File: config.mk
export PLATFORM = sky130hd
export DESIGN_NAME = spi_xcvr
export DESIGN_NICKNAME = d
export VERILOG_FILES = /design/src/rtl/spi_xcvr_pkg.sv /design/src/rtl/spi_xcvr_sync.sv /design/src/rtl/spi_xcvr_clkdiv.sv /design/src/rtl/spi_xcvr_shift.sv /design/src/rtl/spi_xcvr.sv
export SDC_FILE = /design/constraint.sdc
export NUM_CORES = 1
export LEC_CHECK = 0
export BUFFER_PORTS_ARGS = -buffer_cell sky130_fd_sc_hd__buf_2
export CELL_PAD_IN_SITES_DETAIL_PLACEMENT = 1
export CELL_PAD_IN_SITES_GLOBAL_PLACEMENT = 1
export CORE_ASPECT_RATIO = 0.9
export CORE_MARGIN = 3
export CORE_UTILIZATION = 48
export CTS_BUF_LIST = sky130_fd_sc_hd__clkbuf_8 sky130_fd_sc_hd__clkbuf_16
export DETAILED_ROUTE_END_ITERATION = 10
export PLACE_DENSITY = 0.82
export SYNTH_ARGS = -nofsm -noshare
export SYNTH_HDL_FRONTEND = slang
export SYNTH_SLANG_ARGS = --single-unit
File: constraint.sdc
create_clock -name clk -period 7.3 [get_ports clk]
set_clock_uncertainty 0.05 [all_clocks]
set_input_delay 0.365 -clock clk [delete_from_list [all_inputs] [get_ports clk]]
set_output_delay 0.365 -clock clk [all_outputs]
set_load 0.02 [all_outputs]
File: src/rtl/spi_xcvr_pkg.sv
package spi_xcvr_pkg;

    typedef struct packed {
        logic       tmr_src;
        logic       enable;
        logic       lsb_first;
        logic       master;
        logic       cpol;
        logic       cpha;
        logic [1:0] div_sel;
    } ctl_t;

    typedef enum logic [2:0] {
        ST_IDLE,
        ST_MPRIME,
        ST_MLEAD,
        ST_MTRAIL,
        ST_SACTIVE,
        ST_SHOLD
    } xfer_st_t;

    localparam int unsigned DIV_CNT_W = 6;

    // Last count of one clock half: half period minus one source event.
    function automatic logic [DIV_CNT_W-1:0] half_limit(input logic [1:0] sel);
        logic [DIV_CNT_W:0] half;
        half = (sel == 2'd3) ? (DIV_CNT_W+1)'(64) : (DIV_CNT_W+1)'(2 << (2 * sel));
        return DIV_CNT_W'(half - 1'b1);
    endfunction

endpackage

File: src/rtl/spi_xcvr_sync.sv
module spi_xcvr_sync #(
    parameter int WIDTH = 1,
    parameter int STAGES = 2,
    parameter logic [WIDTH-1:0] RST_VAL = '0
) (
    input  logic             clk,
    input  logic             rst_n,
    input  logic [WIDTH-1:0] d,
    output logic [WIDTH-1:0] q
);
    logic [WIDTH-1:0] stg [STAGES];

    always_ff @(posedge clk or negedge rst_n) begin
        if (!rst_n) begin
            for (int i = 0; i < STAGES; i++) stg[i] <= RST_VAL;
        end else begin
            stg[0] <= d;
            for (int i = 1; i < STAGES; i++) stg[i] <= stg[i-1];
        end
    end

    assign q = stg[STAGES-1];
endmodule

File: src/rtl/spi_xcvr_clkdiv.sv
module spi_xcvr_clkdiv
    import spi_xcvr_pkg::*;
(
    input  logic       clk,
    input  logic       rst_n,
    input  logic       run,
    input  logic       use_tick,
    input  logic       tick,
    input  logic [1:0] sel,
    output logic       half_done
);
    logic [DIV_CNT_W-1:0] cnt;
    logic [DIV_CNT_W-1:0] lim;
    logic                 src_ev;

    assign src_ev    = use_tick ? tick : 1'b1;
    assign lim       = half_limit(sel);
    assign half_done = run && src_ev && (cnt == lim);

    always_ff @(posedge clk or negedge rst_n) begin
        if (!rst_n)      cnt <= '0;
        else if (!run)   cnt <= '0;
        else if (src_ev) cnt <= (cnt == lim) ? '0 : cnt + 1'b1;
    end
endmodule

File: src/rtl/spi_xcvr_shift.sv
module spi_xcvr_shift #(
    parameter int W = 8
) (
    input  logic         clk,
    input  logic         rst_n,
    input  logic         lsb_first,
    input  logic         cpha,
    input  logic         wr,
    input  logic [W-1:0] wdata,
    input  logic         prime,
    input  logic         launch,
    input  logic         sample,
    input  logic         sin,
    output logic         out_bit,
    output logic [W-1:0] rx_q,
    output logic [W-1:0] rx_nx
);
    logic [W-1:0] tx_q;
    logic [W-1:0] tx_shf;
    logic         tx_pick;

    assign tx_pick = lsb_first ? tx_q[0] : tx_q[W-1];
    assign tx_shf  = lsb_first ? {1'b0, tx_q[W-1:1]} : {tx_q[W-2:0], 1'b0};
    assign rx_nx   = lsb_first ? {sin, rx_q[W-1:1]} : {rx_q[W-2:0], sin};

    always_ff @(posedge clk or negedge rst_n) begin
        if (!rst_n) begin
            tx_q    <= '0;
            out_bit <= 1'b0;
            rx_q    <= '0;
        end else begin
            if (wr) begin
                tx_q <= wdata;
            end else if (prime) begin
                out_bit <= tx_pick;
                if (!cpha) tx_q <= tx_shf;
            end else if (launch) begin
                out_bit <= tx_pick;
                tx_q    <= tx_shf;
            end
            if (sample) rx_q <= rx_nx;
        end
    end
endmodule

File: src/rtl/spi_xcvr.sv
module spi_xcvr
    import spi_xcvr_pkg::*;
#(
    parameter int DATA_W = 8,
    parameter int SYNC_STAGES = 2
) (
    input  logic              clk,
    input  logic              rst_n,
    input  logic              ctl_wr,
    input  logic [7:0]        ctl_wdata,
    input  logic              miso_off,
    input  logic              dat_wr,
    input  logic [DATA_W-1:0] dat_wdata,
    input  logic              tmr_tick,
    input  logic              done_clr,
    output logic              done,
    output logic [DATA_W-1:0] rx_byte,
    input  logic              sck_i,
    output logic              sck_o,
    output logic              sck_oe,
    input  logic              ss_n_i,
    input  logic              mosi_i,
    output logic              mosi_o,
    output logic              mosi_oe,
    input  logic              miso_i,
    output logic              miso_o,
    output logic              miso_oe
);
    localparam int CNT_W = $clog2(DATA_W);

    ctl_t              ctl_q;
    xfer_st_t          st, st_nx;
    logic [CNT_W-1:0]  bit_cnt;
    logic              last_bit;
    logic              sck_s, ss_s, mosi_s, sck_d;
    logic              s_lead, s_trail, half_done, run_div;
    logic              ev_lead, ev_trail, sample, launch, prime, wr_tx;
    logic              m_active, finish, out_bit, sin;
    logic [DATA_W-1:0] rx_q, rx_nx;

    spi_xcvr_sync #(.WIDTH(3), .STAGES(SYNC_STAGES), .RST_VAL(3'b010)) u_sync (
        .clk(clk), .rst_n(rst_n),
        .d({sck_i, ss_n_i, mosi_i}), .q({sck_s, ss_s, mosi_s})
    );

    assign run_div = (st == ST_MLEAD) || (st == ST_MTRAIL);

    spi_xcvr_clkdiv u_div (
        .clk(clk), .rst_n(rst_n), .run(run_div), .use_tick(ctl_q.tmr_src),
        .tick(tmr_tick), .sel(ctl_q.div_sel), .half_done(half_done)
    );

    // Slave-side edge classification in the system clock domain.
    assign s_lead   = (sck_s != sck_d) && (sck_s != ctl_q.cpol);
    assign s_trail  = (sck_s != sck_d) && (sck_s == ctl_q.cpol);
    assign last_bit = (bit_cnt == CNT_W'(DATA_W - 1));
    assign m_active = (st == ST_MLEAD) || (st == ST_MTRAIL) || (st == ST_MPRIME);
    assign ev_lead  = ((st == ST_MLEAD) && half_done) || ((st == ST_SACTIVE) && s_lead);
    assign ev_trail = ((st == ST_MTRAIL) && half_done) || ((st == ST_SACTIVE) && s_trail);
    assign sample   = ctl_q.cpha ? ev_trail : ev_lead;
    assign launch   = ctl_q.cpha ? ev_lead : ev_trail;
    assign wr_tx    = dat_wr && ctl_q.enable && (st == ST_IDLE);
    assign prime    = (st == ST_MPRIME) ||
                      ((st == ST_IDLE) && ctl_q.enable && !ctl_q.master && !ss_s);
    assign finish   = ((st == ST_MTRAIL) && half_done && last_bit) ||
                      ((st == ST_SACTIVE) && sample && last_bit);
    assign sin      = ctl_q.master ? miso_i : mosi_s;

    spi_xcvr_shift #(.W(DATA_W)) u_shift (
        .clk(clk), .rst_n(rst_n), .lsb_first(ctl_q.lsb_first), .cpha(ctl_q.cpha),
        .wr(wr_tx), .wdata(dat_wdata), .prime(prime), .launch(launch),
        .sample(sample), .sin(sin), .out_bit(out_bit), .rx_q(rx_q), .rx_nx(rx_nx)
    );

    // Next-state logic.
    always_comb begin
        st_nx = st;
        if (!ctl_q.enable) begin
            st_nx = ST_IDLE;
        end else begin
            unique case (st)
                ST_IDLE:    if (ctl_q.master && dat_wr)        st_nx = ST_MPRIME;
                            else if (!ctl_q.master && !ss_s)   st_nx = ST_SACTIVE;
                ST_MPRIME:                                     st_nx = ST_MLEAD;
                ST_MLEAD:   if (half_done)                     st_nx = ST_MTRAIL;
                ST_MTRAIL:  if (half_done)                     st_nx = last_bit ? ST_IDLE : ST_MLEAD;
                ST_SACTIVE: if (ss_s)                          st_nx = ST_IDLE;
                            else if (sample && last_bit)       st_nx = ST_SHOLD;
                ST_SHOLD:   if (ss_s)                          st_nx = ST_IDLE;
                default:                                       st_nx = ST_IDLE;
            endcase
        end
    end

    // State register.
    always_ff @(posedge clk or negedge rst_n) begin
        if (!rst_n) st <= ST_IDLE;
        else        st <= st_nx;
    end

    // Control byte, bit counter, completion flag and read buffer.
    always_ff @(posedge clk or negedge rst_n) begin
        if (!rst_n) begin
            ctl_q   <= '0;
            bit_cnt <= '0;
            done    <= 1'b0;
            rx_byte <= '0;
            sck_d   <= 1'b0;
        end else begin
            sck_d <= sck_s;
            if (ctl_wr) ctl_q <= ctl_t'(ctl_wdata);
            if (st == ST_IDLE)
                bit_cnt <= '0;
            else if (((st == ST_MTRAIL) && half_done) || ((st == ST_SACTIVE) && sample))
                bit_cnt <= bit_cnt + 1'b1;
            if (finish && ctl_q.enable) begin
                done    <= 1'b1;
                rx_byte <= sample ? rx_nx : rx_q;
            end else if (done_clr) begin
                done <= 1'b0;
            end
        end
    end

    // Pad-facing outputs.
    always_comb begin
        sck_oe  = ctl_q.enable && ctl_q.master;
        sck_o   = ctl_q.cpol ^ (st == ST_MTRAIL);
        mosi_oe = ctl_q.enable && ctl_q.master && m_active && (st != ST_MPRIME);
        mosi_o  = out_bit;
        miso_oe = ctl_q.enable && !ctl_q.master && !ss_s && !miso_off;
        miso_o  = out_bit;
    end
endmodule

* Yosys cells after proc, flatten, opt, wreduce, memory -nomap -nowiden
Index checks and enable logic that the tools add are counted.
** Cells by class
- $add $sub $neg :: 3
- Shifts and indexed selects :: 1
- Multiplexer cells :: 32
- Bitwise operators :: 2
- Reduce and logical (&&, ||, !) cells :: 44
- Eq/ne operators :: 19
** Operators with widths (count)
- $mux W8 :: 7
- $mux W3 :: 10
- $logic_and A1 B1 Y1 :: 26
- $mux W6 :: 4
- $pmux W3 S6 :: 1
- $eq A3 B3 Y1 const B :: 3
- $mux W1 :: 9
- $ne A4 B2 Y1 const B :: 2
- $logic_or A1 B1 Y1 :: 7
- $add A6 B1 Y6 const B :: 1
- $eq A3 B2 Y1 const B :: 2
- $eq A6 B6 Y1 :: 1
- $ne A3 B2 Y1 const B :: 2
- $ne A3 B3 Y1 const B :: 2
- $reduce_bool A2 Y1 :: 3
- $shl A2 B3 Y6 const A :: 1
- $sub A6 B1 Y6 const B :: 1
- $reduce_and A5 Y1 :: 1
- $reduce_and A2 Y1 :: 2
- $add A3 B1 Y3 const B :: 1
- $eq A3 B1 Y1 const B :: 1
- $logic_not A1 Y1 :: 3
- $logic_not A3 Y1 :: 1
- $ne A3 B1 Y1 const B :: 1
- other kinds (8) :: 9
** Storage, ports and cells
- Register bits :: 53

* Logic depth before layout (Yosys ltp)
Gate-level depths: netlist of the first run.
- Depth after elaboration :: 13
- Depth in mapped cells :: 8
- Mapped depth without buffers :: 6

* By module
Synthesis of the first run repeated with hierarchy kept, for this count alone.
** Unflattened totals
- Cells, all modules :: 242
- Area, all modules :: 2891.5 um^2
** Modules (own cells, without submodules)
- spi_xcvr :: sequential area each 600.6 um^2, cells each 115, area an instance 1383.8 um^2, times used 1
- spi_xcvr_shift :: sequential area each 425.4 um^2, cells each 76, area an instance 909.6 um^2, times used 1
- spi_xcvr_clkdiv :: sequential area each 150.1 um^2, cells each 42, area an instance 422.9 um^2, times used 1
- spi_xcvr_sync :: sequential area each 152.6 um^2, cells each 9, area an instance 175.2 um^2, times used 1

* Worst setup path before layout of the first run
Ideal clock, no wire load.
- Kind :: register to register
- Start :: reg ctl_q[1] in the netlist's numbering
- End :: reg rx_byte[1]
- Library setup time :: 0.125 ns
- Data required time :: 7.125 ns
- Arrival time :: 2.373 ns
- Path slack :: 4.752 ns
- Stages on the path, launching flop included :: 8
- Cell sequence :: dfrtp_1 -> or4_1 -> and3_4 -> o41ai_2 -> o22a_2 -> buf_6 -> mux2_2 -> mux2_2
** Between the ends
- Longest elaborated chain between the ends :: 12
** Ends and longest elaborated chain
- from (decl) :: line spi_xcvr.sv:31 : ctl_t ctl_q;
- from (signal assigned) :: line spi_xcvr.sv:111 : if (ctl_wr) ctl_q <= ctl_t'(ctl_wdata);
- $shl A2 B3 Y6 or $eq A2 B2 Y1 (tied branches) :: line spi_xcvr_pkg.sv:27 : half = (sel == 2'd3) ? (DIV_CNT_W+1)'(64) : (DIV_CNT_W+1)'(2 << (2 * sel));
- $mux W6 (*) :: line spi_xcvr_pkg.sv:27
- $sub A6 B1 Y6 (*) :: line spi_xcvr_pkg.sv:28 : return DIV_CNT_W'(half - 1'b1);
- $eq A6 B6 Y1 (*) :: line spi_xcvr_clkdiv.sv:18 : assign half_done = run && src_ev && (cnt == lim);
- $logic_and A1 B1 Y1 (*) :: line spi_xcvr_clkdiv.sv:18
- $logic_and A1 B1 Y1, on equally long branches :: line spi_xcvr.sv:58, spi_xcvr.sv:59, spi_xcvr.sv:65
- $logic_or A1 B1 Y1, on equally long branches :: line spi_xcvr.sv:58, spi_xcvr.sv:59
- $mux W1 :: line spi_xcvr.sv:60 : assign sample = ctl_q.cpha ? ev_trail : ev_lead;
- $logic_and A1 B1 Y1 (2 in a row) :: line spi_xcvr.sv:66 : ((st == ST_SACTIVE) && sample && last_bit);
- $logic_or A1 B1 Y1 :: line spi_xcvr.sv:65 : assign finish = ((st == ST_MTRAIL) && half_done && last_bit) ||
- $logic_and A1 B1 Y1 :: line spi_xcvr.sv:116 : if (finish && ctl_q.enable) begin
- to (signal assigned) :: line spi_xcvr.sv:118 : rx_byte <= sample ? rx_nx : rx_q;
- to (decl) :: line spi_xcvr.sv:17 : output logic [DATA_W-1:0] rx_byte,
Mark *: on every way between the ends. The rest lies on a longest branch, timed or not.
A chain may end at the register's enable or synchronous reset.

* Worst setup path after layout of the first run
- Start :: reg ctl_q[1] in the netlist's numbering
- End :: reg rx_byte[2]
The elaborated chain is that of the path after synthesis.

==> results.tsv, run 1 <==
stage	metric	value	unit
sta	Final setup viols	0	
global_routing	GRT Overall Usage	18.0	%
clock_tree	Num CTS Buffers	5	
synth	Syn Nets	267	
worst_setup_path	CP max-delay cell	or4_1	
placed_design	placed cells	333	
power	static leakage	1.43	nW
sta	Worst slew margin	42.3	%
synth	post-synth cell types	46	
clock_tree	Clock Latency Late Sink	310	ps
synth	post-synth design cell area	2650	um^2
floorplanning	Die Y	76.5	um
sta	Max Clk Rate	342	MHz
clock_tree	hold buffer count at CTS	0	
global_routing	largest net degree at the start of global routing	54	
sta	Slew Limit Fails	0	
route	post-route ant nets	0	
floorplanning	Core Rows	25	
sta	RSZ-0062 raised after global routing	false	
power	Peak VDD IR	0.000166	V
clock_tree	clk sinks	53	
worst_setup_path	slack of the worst reg-to-reg path	4380	ps
clock_tree	Clock Root Buffer	clkbuf_8	
synth	Async SR Flop Fraction	100	%
route	TritonRoute pass-1 iters	4	
floorplanning	Core Area	5290	um^2
power	total power per unit cell area	295	nW/um^2
synth	Yosys Warn Count	0	
global_routing	Overflow after GRT	0	
cells_and_area	layout cell share with drive strength beyond 1	35.0	%
placed_design	pre-CTS WS	4340	ps
sta	Final TNS setup	0	ps
clock_tree	CTS tree	done	
floorplanning	die area	6450	um^2
hold_path	Hold WC Path Type	in -> reg	
cells_and_area	Post-Route Utilization	56.7	%
clock_tree	CTS clk-pin slew, worst paths	100	ps
global_routing	antenna violations before repair	0	
worst_setup_path	CP arrival	3080	ps
placed_design	port buffer count	41	
placed_design	DP Wirelength	3.88	mm
synth	Post-Synthesis Cells	237	
run_status	status	finished, final reports clean	
worst_setup_path	Crit path max-delay family	compound AO/OA/AOI/OAI gates	
synth	Synth Flop Type	dfrtp_1	
sta	crit share post-route	40.0	%
worst_setup_path	worst path required time	7460	ps
clock_tree	Bufs on Longest Clock Path	2	
synth	Post-synth EDFFs	0	
cells_and_area	antenna fix cells	0	
route	Via Count	1849	
route	final WL	5.40	mm
sta	Final min period	2920	ps
cells_and_area	Fill cells	590	
cells_and_area	Nets	303	
global_routing	wire length of the first global-routing pass	9.35	mm
worst_setup_path	CP Capture Type	flop	
sta	final-report hold violation count	0	
worst_setup_path	Setup CP Type	reg -> reg	
flow_run	max cap viols	0	
floorplanning	die width	84.3	um
route	DRT iter0 DRCs	53	
synth	syn avg cell area	11.2	um^2
global_routing	vias in the first global route	1942	
sta	Worst-Margin Slew	858	ps
floorplanning	ports placed on the boundary	42	
route	# DRC	0	
synth	sequential-to-total area share from yosys stat	50.1	%
placed_design	routability congestion estimate	0.819	
worst_setup_path	largest stage delay on the critical path	550	ps
route	Wirelength per Cell	15.8	um
cells_and_area	Layout area overhead	13.1	%
floorplanning	Initial Util	50.2	%
sta	setup slack after layout	4380	ps
worst_setup_path	CP bufs+invs	0	
clock_tree	H-tree levels	2	
cells_and_area	Non-Filler Instances	341	
clock_tree	# Post-CTS Setup Buffers	0	
route	vias per cell	5.42	
clock_tree	Post-CTS Resized	0	
worst_setup_path	critical-path cell list	or4_1, and3_4, o41ai_2, o22a_2, a32o_1, mux2_2	
worst_setup_path	CP Max Fanout	11	
worst_setup_path	Startpoint Class	flop	
synth	flops & latches, synth	53	
[cell type report]
cell class | instances | area (um^2) | area share [%]
multi-input combinational | 166 | 1240 | 41.3
clock inverter | 3 | 43.8 | 1.46
tap | 67 | 83.8 | 2.80
sequential | 53 | 1330 | 44.3
timing repair buffer | 43 | 220 | 7.34
inverter | 4 | 15.0 | 0.501
clock buffer | 5 | 68.8 | 2.29
[worst reg2reg max path: cells and delay by family, from the launching register on]
family / cells / cell delay, ps
simple gates: 2 / 740
compound gates: 3 / 1210
mux: 1 / 390
flops: 1 / 440
[cells in the mapped netlist (3+ instances only)]
master / n / area (um^2)
a21oi_1: 5 / 25.0
clkbuf_1: 9 / 33.8
dfrtp_1: 51 / 1280
ha_1: 3 / 37.5
inv_1: 4 / 15.0
mux2_2: 36 / 405
mux2i_1: 11 / 110
nand2_1: 28 / 105
nand2b_1: 4 / 25.0
nand3_1: 3 / 15.0
nor2_1: 16 / 60.1
nor3_1: 3 / 15.0
nor3b_1: 5 / 37.5
o21ai_0: 15 / 75.1
xor2_1: 3 / 26.3
[registers in the layout (all words and copies together) (netlist names)]
signal	flops
u_div.cnt	6
rx_byte	8
st	3
bit_cnt	3
ctl_q	8
sck_d	1
u_sync.q	3
u_shift.tx_q	8
u_shift.out_bit	1
u_shift.rx_q	8
u_sync.stg	3
done	1
[power breakdown]
part / internal, mW / switching (mW)
registers: 0.356 / 0.0651
clock network: 0.103 / 0.101
logic: 0.128 / 0.131
[metrics by stage]
stage | instance area (um^2) | power [mW] | hold slack [ps]
2_1_floorplan | 2650 | 0.617 | 19.4
3_3_place_gp | 2890 | 0.673 | 288
3_5_place_dp | 2890 | 0.689 | 289
4_1_cts | 3000 | 0.895 | 81.7
5_1_grt | 3000 | 0.947 | 79.5
6_report | 3000 | 0.884 | 87.9
[metal layers]
metal / vias to the layer above / routed length (um) / GRT usage, %
li1: 910 / - / -
met1: 899 / 2650 / 25.1
met2: 34 / 2460 / 28.2
met3: 6 / 213 / 3.78
met4: 0 / 76 / 5.70
met5: - / 0 / 0
[cell families (layout without fill, tap and decap cells)]
| logic type | after synthesis | in the layout | synth area share (%) |
|---|---|---|---|
| and+or+nand+nor | 75 | 75 | 14.8 |
| DFF | 53 | 53 | 50.1 |
| muxes | 49 | 49 | 20.3 |
| AOI/OAI and AO/OA | 34 | 34 | 8.59 |
| buffers and inverters | 18 | 55 | 3.16 |
| xor gates and xnor gates | 5 | 5 | 1.65 |
| adders and majority gates | 3 | 3 | 1.42 |
[path summary, 6_finish.rpt]
kind / from / to / cells after the start
max: ctl_q[1] / rx_byte[2] / 6
min reg2reg: u_sync.stg[3] / u_sync.q[0] / 0
max reg2reg: ctl_q[1] / rx_byte[2] / 6
min: ss_n_i / u_sync.stg[4] / 1
min in group asynchronous: rst_n / st[0] / 2
max in group asynchronous: rst_n / u_shift.tx_q[3] / 2
[layout by cell type (no fill, tap or decap), drive strengths merged, types with 2 or more instances in the layout]
master / synthesis / final
mux2i: 11 / 11
and2: 2 / 2
nor2: 16 / 16
xor2: 3 / 3
nand3: 3 / 3
o22ai: 2 / 2
clkbuf: 9 / 5
nor3b: 5 / 5
dfrtp: 51 / 51
ha: 3 / 3
mux2: 38 / 38
buf: 5 / 43
dfstp: 2 / 2
nand4b: 2 / 2
o21ai: 15 / 15
and3b: 2 / 2
a31oi: 2 / 2
xnor2: 2 / 2
nand2: 28 / 28
a21oi: 6 / 6
nor3: 3 / 3
inv: 4 / 5
nor4: 2 / 2
nand4: 2 / 2
nand2b: 4 / 4
Power figures use the tool's default switching activity.
==> run 2: changes to the inputs <==
- CORE_UTILIZATION: 48 -> 44
- PLACE_DENSITY: 0.82 -> 0.76
- clock period: 7.3 -> 3 ns (I/O delays scaled with it)
==> results.tsv, run 2 (synthesis gave the netlist of run 1 again) <==
stage	metric	value	unit	change
sta	Final TNS setup	0	ps	unchanged
sta	Worst-Margin Slew	754	ps	-103 ps
power	sequential cell fraction of total power	48.0	%	+0.4 points
worst_setup_path	Crit path max-delay family	compound AO/OA/AOI/OAI gates		
clock_tree	Post-CTS Resized	0		unchanged
worst_setup_path	slack of the worst reg-to-reg path	200	ps	-4180 ps
sta	final-report hold violation count	0		unchanged
worst_setup_path	critical-path cell list	or4_1, and3_4, o41ai_2, o22a_2, a32o_1, buf_4, mux2_2		
floorplanning	Core Rows	26		+4.0%
power	sw frac	34.6	%	+0.95 points
route	final WL	5.83	mm	+8.1%
placed_design	routability congestion estimate	0.777		-5.1%
route	Wirelength per Cell	16.4	um	+3.5%
worst_setup_path	Setup CP Type	reg -> reg		
cells_and_area	commonest non-fill, non-tap cell in the layout	dfrtp_1		
clock_tree	Bufs on Longest Clock Path	2		unchanged
floorplanning	Core Area	5760	um^2	+8.9%
placed_design	port buffer count	41		unchanged
clock_tree	Clock Latency Late Sink	310	ps	about the same
clock_tree	hold buffer count at CTS	5		+5
floorplanning	die width	87.8	um	+4.1%
global_routing	antenna violations before repair	0		unchanged
sta	Worst slew margin	49.7	%	+7.4 points
sta	RSZ-0062 raised after global routing	false		
route	Via Count	1907		+3.1%
worst_setup_path	CP Capture Type	flop		
flow_run	max cap viols	0		unchanged
sta	Final setup viols	0		unchanged
clock_tree	clk sinks	53		unchanged
power	total power per unit cell area	677	nW/um^2	+130%
clock_tree	H-tree levels	2		unchanged
clock_tree	# Post-CTS Setup Buffers	0		unchanged
worst_setup_path	CP max-delay cell	or4_1		
global_routing	vias in the first global route	1989		+2.4%
cells_and_area	Post-Route Utilization	53.6	%	-3.1 points
power	sw power	0.723	mW	+140%
route	vias per cell	5.36		-1.2%
worst_setup_path	worst path required time	3150	ps	-4310 ps
cells_and_area	Multi-input gate area	1240	um^2	unchanged
worst_setup_path	CP Max Fanout	11		unchanged
sta	crit share post-route	93.2	%	+53 points
sta	hold_ws	20.1	ps	-67.9 ps
global_routing	GRT Overall Usage	18.1	%	+0.074 points
route	post-route ant nets	0		unchanged
sta	setup slack after layout	205	ps	-4180 ps
clock_tree	Num CTS Buffers	5		unchanged
run_status	status	finished, final reports clean		
cells_and_area	layout cell share with drive strength beyond 1	36.0	%	+0.98 points
cells_and_area	Fill cells	654		+11%
hold_path	Hold WC Path Type	in -> reg		
sta	Slew Limit Fails	0		unchanged
cells_and_area	most frequent cells in the layout	51 x dfrtp_1, 41 x buf_2, 36 x mux2_2		
sta	Max Clk Rate	358	MHz	+4.5%
global_routing	largest net degree at the start of global routing	35		-35%
worst_setup_path	Startpoint Class	flop		
worst_setup_path	largest stage delay on the critical path	530	ps	-20 ps
route	DRT iter0 DRCs	63		+19%
power	Comb power frac	32.9	%	+3.6 points
cells_and_area	Layout area overhead	16.4	%	
clock_tree	Clock Root Buffer	clkbuf_8		
placed_design	pre-CTS WS	216	ps	-4120 ps
power	Peak VDD IR	0.000275	V	+66%
floorplanning	ports placed on the boundary	42		unchanged
power	part of the power in the clock network	19.2	%	-3.9 points
floorplanning	die area	6990	um^2	+8.4%
clock_tree	CTS tree	done		
global_routing	wire length of the first global-routing pass	9.78	mm	+4.7%
power	Pwr Total	2.09	mW	+140%
cells_and_area	antenna fix cells	0		unchanged
clock_tree	CTS clk-pin slew, worst paths	100	ps	about the same
floorplanning	Initial Util	46.0	%	-4.1 points
placed_design	DP Wirelength	4.36	mm	+12%
route	TritonRoute pass-1 iters	4		unchanged
worst_setup_path	CP arrival	2940	ps	-140 ps
global_routing	Overflow after GRT	0		unchanged
worst_setup_path	CP bufs+invs	1		+1
floorplanning	Die Y	79.6	um	+4.1%
cells_and_area	sequential cell area	1330	um^2	unchanged
power	internal power	1.37	mW	+130%
sta	Final min period	2800	ps	-125 ps
cells_and_area	Nets	316		+4.3%
power	static leakage	1.48	nW	+3.0%
route	# DRC	0		unchanged
run 2: changes by cell type in the layout (fill, tap and decap cells not counted):
cell and delta:
dlygate4sd3_1 +5, buf_4 +8, inv_6 -1, clkinv_2 -1, bufinv_16 -1, clkinv_4 +1
clkinvlp_4 +1
run 2: power groups by stage:
stage | Sequential, mW | Combinational [mW] | Clock [mW]
after floorplan | 0.959 | 0.542 | 0
after global placement | 1.01 | 0.665 | 0
after detailed placement | 1.02 | 0.687 | 0
after CTS | 1.00 | 0.694 | 0.414
after global routing | 1.03 | 0.770 | 0.444
final | 1.00 | 0.687 | 0.401
run 2: routing by layer:
| layer | vias up | track usage (%) | share of wire [%] |
|---|---|---|---|
| met5 | - | 0 | 0 |
| met4 | 0 | 4.60 | 0.82 |
| met3 | 5 | 3.20 | 3.8 |
| met2 | 35 | 28.8 | 47 |
| li1 | 930 | - | - |
| met1 | 937 | 25.4 | 49 |
run 2: cell type report:
class                           instances  area share (%)
Sequential cell                        53            43.1
Multi-Input combinational cell        166            40.1
Tap cell                               70            2.84
Inverter                                4           0.487
Clock inverter                          2           0.527
Timing Repair Buffer                   56            10.7
Clock buffer                            5            2.23
run 2: final timing paths:
kind / end / depth (start not counted) / start
max in group asynchronous: u_sync.stg[4] / 3 / rst_n
min reg2reg: u_sync.q[2] / 0 / u_sync.stg[5]
min in group asynchronous: ctl_q[6] / 2 / rst_n
max: rx_byte[3] / 7 / ctl_q[1]
min: ctl_q[7] / 2 / ctl_wdata[7]
max reg2reg: rx_byte[3] / 7 / ctl_q[1]
run 2: metrics by stage:
step / cells / area (um^2)
2_1_floorplan: 237 / 2650
3_3_place_gp: 344 / 2950
3_5_place_dp: 344 / 2950
4_1_cts: 356 / 3090
5_1_grt: 356 / 3090
6_report: 356 / 3090
==> run 3: changes to the inputs <==
- ABC_AREA: not set -> 1
- CORE_UTILIZATION: 44 -> 42
- GPL_TIMING_DRIVEN: not set -> 0
==> results.tsv, run 3 <==
stage	metric	value	unit	change
clock_tree	CTS clk-pin slew, worst paths	100	ps	about the same
cells_and_area	antenna fix cells	0		unchanged
cells_and_area	Nets	434		+37%
synth	syn avg cell area	8.17	um^2	-27%
synth	Synth Area in Compound Gates	5.94	%	-2.6 points
synth	Yosys top cell area share	44.9	%	-3.2 points
worst_setup_path	CP bufs+invs	3		+2
route	post-route ant nets	0		unchanged
sta	RSZ-0062 raised after global routing	false		
synth	post-synth cell types	34		-26%
synth	Synth Area in Simple Gates	34.5	%	+20 points
worst_setup_path	Setup CP Type	reg -> reg		
floorplanning	Core Area	6350	um^2	+10%
route	# DRC	0		unchanged
floorplanning	Initial Util	44.8	%	-1.3 points
hold_path	Hold WC Path Type	in -> reg		
sta	Worst-Margin Slew	1190	ps	+432 ps
cells_and_area	design area	3350	um^2	+8.6%
worst_setup_path	reg2reg path depth	11		+4
worst_setup_path	Top cell by count, worst path	nand2_1		
global_routing	GRT Overall Usage	19.1	%	+1.0 points
sta	Max Clk Rate	498	MHz	+39%
floorplanning	Die Y	84.1	um	+5.5%
cells_and_area	layout cell share with drive strength beyond 1	22.2	%	-14 points
cells_and_area	most frequent cells in the layout	117 x nand2_1, 51 x dfrtp_1, 41 x nand3_1, 41 x buf_2, 27 x inv_1		
synth	most common cell in the netlist	nand2_1		
synth	Async SR Flop Fraction	100	%	unchanged
worst_setup_path	Crit path max-delay family	simple AND/OR/NAND/NOR gates		
synth	sequential-to-total area share from yosys stat	46.7	%	-3.4 points
synth	Post-Synthesis Cells	348		+47%
placed_design	routability congestion estimate	0.883		+14%
sta	Slew Limit Fails	0		unchanged
sta	Final min period	2010	ps	-786 ps
cells_and_area	Fill cells	813		+24%
worst_setup_path	CP arrival	2160	ps	-780 ps
sta	Final setup viols	0		unchanged
cells_and_area	Layout area overhead	17.8	%	
worst_setup_path	CP max-delay cell	dfrtp_1		
run_status	status	finished, final reports clean		
route	Via Count	2439		+28%
worst_setup_path	CP Max Fanout	10		-1
route	Wirelength per Cell	14.4	um	-12%
floorplanning	die area	7790	um^2	+11%
synth	Synth Flop Type	dfrtp_1		
clock_tree	clk sinks	53		unchanged
sta	Final TNS setup	0	ps	unchanged
synth	flops & latches, synth	53		unchanged
worst_setup_path	WP depth	11		+4
floorplanning	Core Rows	27		+3.8%
route	final WL	7.06	mm	+21%
worst_setup_path	worst path required time	3150	ps	about the same
synth	Synth area leader	dfrtp_1		
cells_and_area	Post-Route Utilization	52.7	%	-0.85 points
worst_setup_path	Reg-to-Reg End	u_shift.tx_q[1]		
placed_design	placed cells	476		+38%
placed_design	DP Wirelength	5.25	mm	+20%
clock_tree	CTS tree	done		
worst_setup_path	FF-to-FF Start	st[0]		
synth	Yosys Warn Count	0		unchanged
sta	final-report hold violation count	0		unchanged
synth	Synth top cells by count	117 x nand2_1, 51 x dfrtp_1, 41 x nand3_1, 27 x inv_1, 19 x o21ai_0		
synth	Synth area leaders	dfrtp_1 45%, nand2_1 15%, nand3_1 7.2%		
route	DRT iter0 DRCs	60		-4.8%
power	total power per unit cell area	672	nW/um^2	-0.79%
cells_and_area	commonest non-fill, non-tap cell in the layout	nand2_1		
global_routing	Overflow after GRT	0		unchanged
floorplanning	die width	92.7	um	+5.6%
global_routing	wire length of the first global-routing pass	12.2	mm	+25%
synth	post-synth design cell area	2840	um^2	+7.2%
flow_run	max cap viols	0		unchanged
synth	Syn Nets	378		+42%
power	Peak VDD IR	0.000308	V	+12%
clock_tree	Clock Root Buffer	clkbuf_8		
worst_setup_path	Worst Setup EP	u_shift.tx_q[1]		
worst_setup_path	slack of the worst reg-to-reg path	990	ps	+790 ps
synth	Post-synth EDFFs	0		unchanged
clock_tree	Num CTS Buffers	5		unchanged
synth	adder-cell share of the synthesized area	1.32	%	-0.095 points
route	TritonRoute pass-1 iters	4		unchanged
clock_tree	H-tree levels	2		unchanged
synth	largest family of logic cells by synthesized area	simple AND/OR/NAND/NOR gates		
synth	mux contribution to synthesized area	3.48	%	-17 points
placed_design	port buffer count	41		unchanged
global_routing	vias in the first global route	2540		+28%
global_routing	largest net degree at the start of global routing	54		+54%
route	vias per cell	4.96		-7.5%
worst_setup_path	Startpoint Class	flop		
clock_tree	# Post-CTS Setup Buffers	0		unchanged
worst_setup_path	critical-path cell list	nor2_1, inv_1, nor2_2, inv_2, nor2_4, nand2_4, buf_6, nand3_2, nand2_2, nand2_1, nand2_1		
worst_setup_path	Worst Setup SP	st[0]		
global_routing	antenna violations before repair	0		unchanged
worst_setup_path	CP Capture Type	flop		
sta	Worst slew margin	20.9	%	-29 points
cells_and_area	Non-Filler Instances	492		+38%
power	static leakage	1.75	nW	+19%
clock_tree	Clock Latency Late Sink	300	ps	about the same
sta	crit share post-route	67.0	%	-26 points
worst_setup_path	largest stage delay on the critical path	490	ps	-40 ps
clock_tree	Bufs on Longest Clock Path	2		unchanged
placed_design	Post-DP Area	3160	um^2	+7.0%
synth	xor/xnor cell area share of the yosys netlist	1.54	%	-0.11 points
floorplanning	ports placed on the boundary	42		unchanged
[run 3: cell types whose count changed in the layout (fill, tap and decap cells not counted), moves of 5 or more]
cell     delta
nor3b_1     -5
mux2_2     -33
nand2_1    +89
nand3_1    +38
mux2i_1     -9
buf_4       -9
nand2_2    +11
inv_1      +23
[run 3: repair_timing]
item	CTS	global route
hold endpoints to repair	8	0
gates resized for setup	0	0
hold buffers	8	0
[run 3: worst min path at each step]
| stage | from | slack (ps) | endpoint | cells past startpoint |
|---|---|---|---|---|
| floorplan | rst_n | -200 | bit_cnt[0] | 0 |
| global placement | ss_n_i | 210 | u_sync.stg[4] | 1 |
| detailed placement | ss_n_i | 210 | u_sync.stg[4] | 1 |
| CTS | ctl_wdata[3] | 10 | ctl_q[3] | 3 |
| global route | ctl_wdata[0] | 30 | ctl_q[0] | 3 |
| finish | ctl_wdata[5] | 10 | ctl_q[5] | 3 |
[run 3: layout make-up]
| class | instances | area, um^2 | share of cell area (%) |
|---|---|---|---|
| Multi-Input combinational cell | 255 | 1330 | 39.7 |
| Sequential cell | 53 | 1330 | 39.7 |
| Timing Repair Buffer | 49 | 285 | 8.52 |
| Inverter | 31 | 116 | 3.47 |
| Tap cell | 87 | 109 | 3.25 |
| Clock buffer | 5 | 68.8 | 2.05 |
| Buffer | 9 | 67.6 | 2.02 |
| Clock inverter | 3 | 43.8 | 1.31 |
[run 3: layer usage]
layer	routed length (um)	vias to the layer above	track usage (%)
met3	196	7	3.16
met5	0	-	0
met2	3270	30	30.6
met4	58	0	3.20
met1	3540	1165	27.5
li1	-	1237	-
[run 3: per-stage QoR]
stage | hold slack, ps | power [mW] | setup WS [ps]
after global placement | 206 | 1.73 | 1060
final | 14.0 | 2.25 | 991
after floorplan | -196 | 1.54 | 1330
after detailed placement | 207 | 1.76 | 1030
after global routing | 26.4 | 2.42 | 819
after CTS | 12.5 | 2.27 | 1000
[run 3: worst min-delay path, delay by kind of cell]
family                 cells  cell delay, ps
AOI/OAI and AO/OA          1              50
and+or+nand+nor            1              40
buffers and inverters      1              90
[run 3: cells by family after synthesis]
group | count (synthesis)
AND/OR/NAND/NOR | 207
adder cells (fa/ha/maj) | 3
multiplexers | 8
XOR/XNOR | 5
AO/OA/AOI/OAI | 32
buffers and inverters | 40
flip-flops | 53
[run 3: report_power, final]
part / internal, mW / leakage (nW) / switching [mW]
logic: 0.291 / 1.00 / 0.499
clock network: 0.251 / 0.0585 / 0.248
registers: 0.846 / 0.692 / 0.117
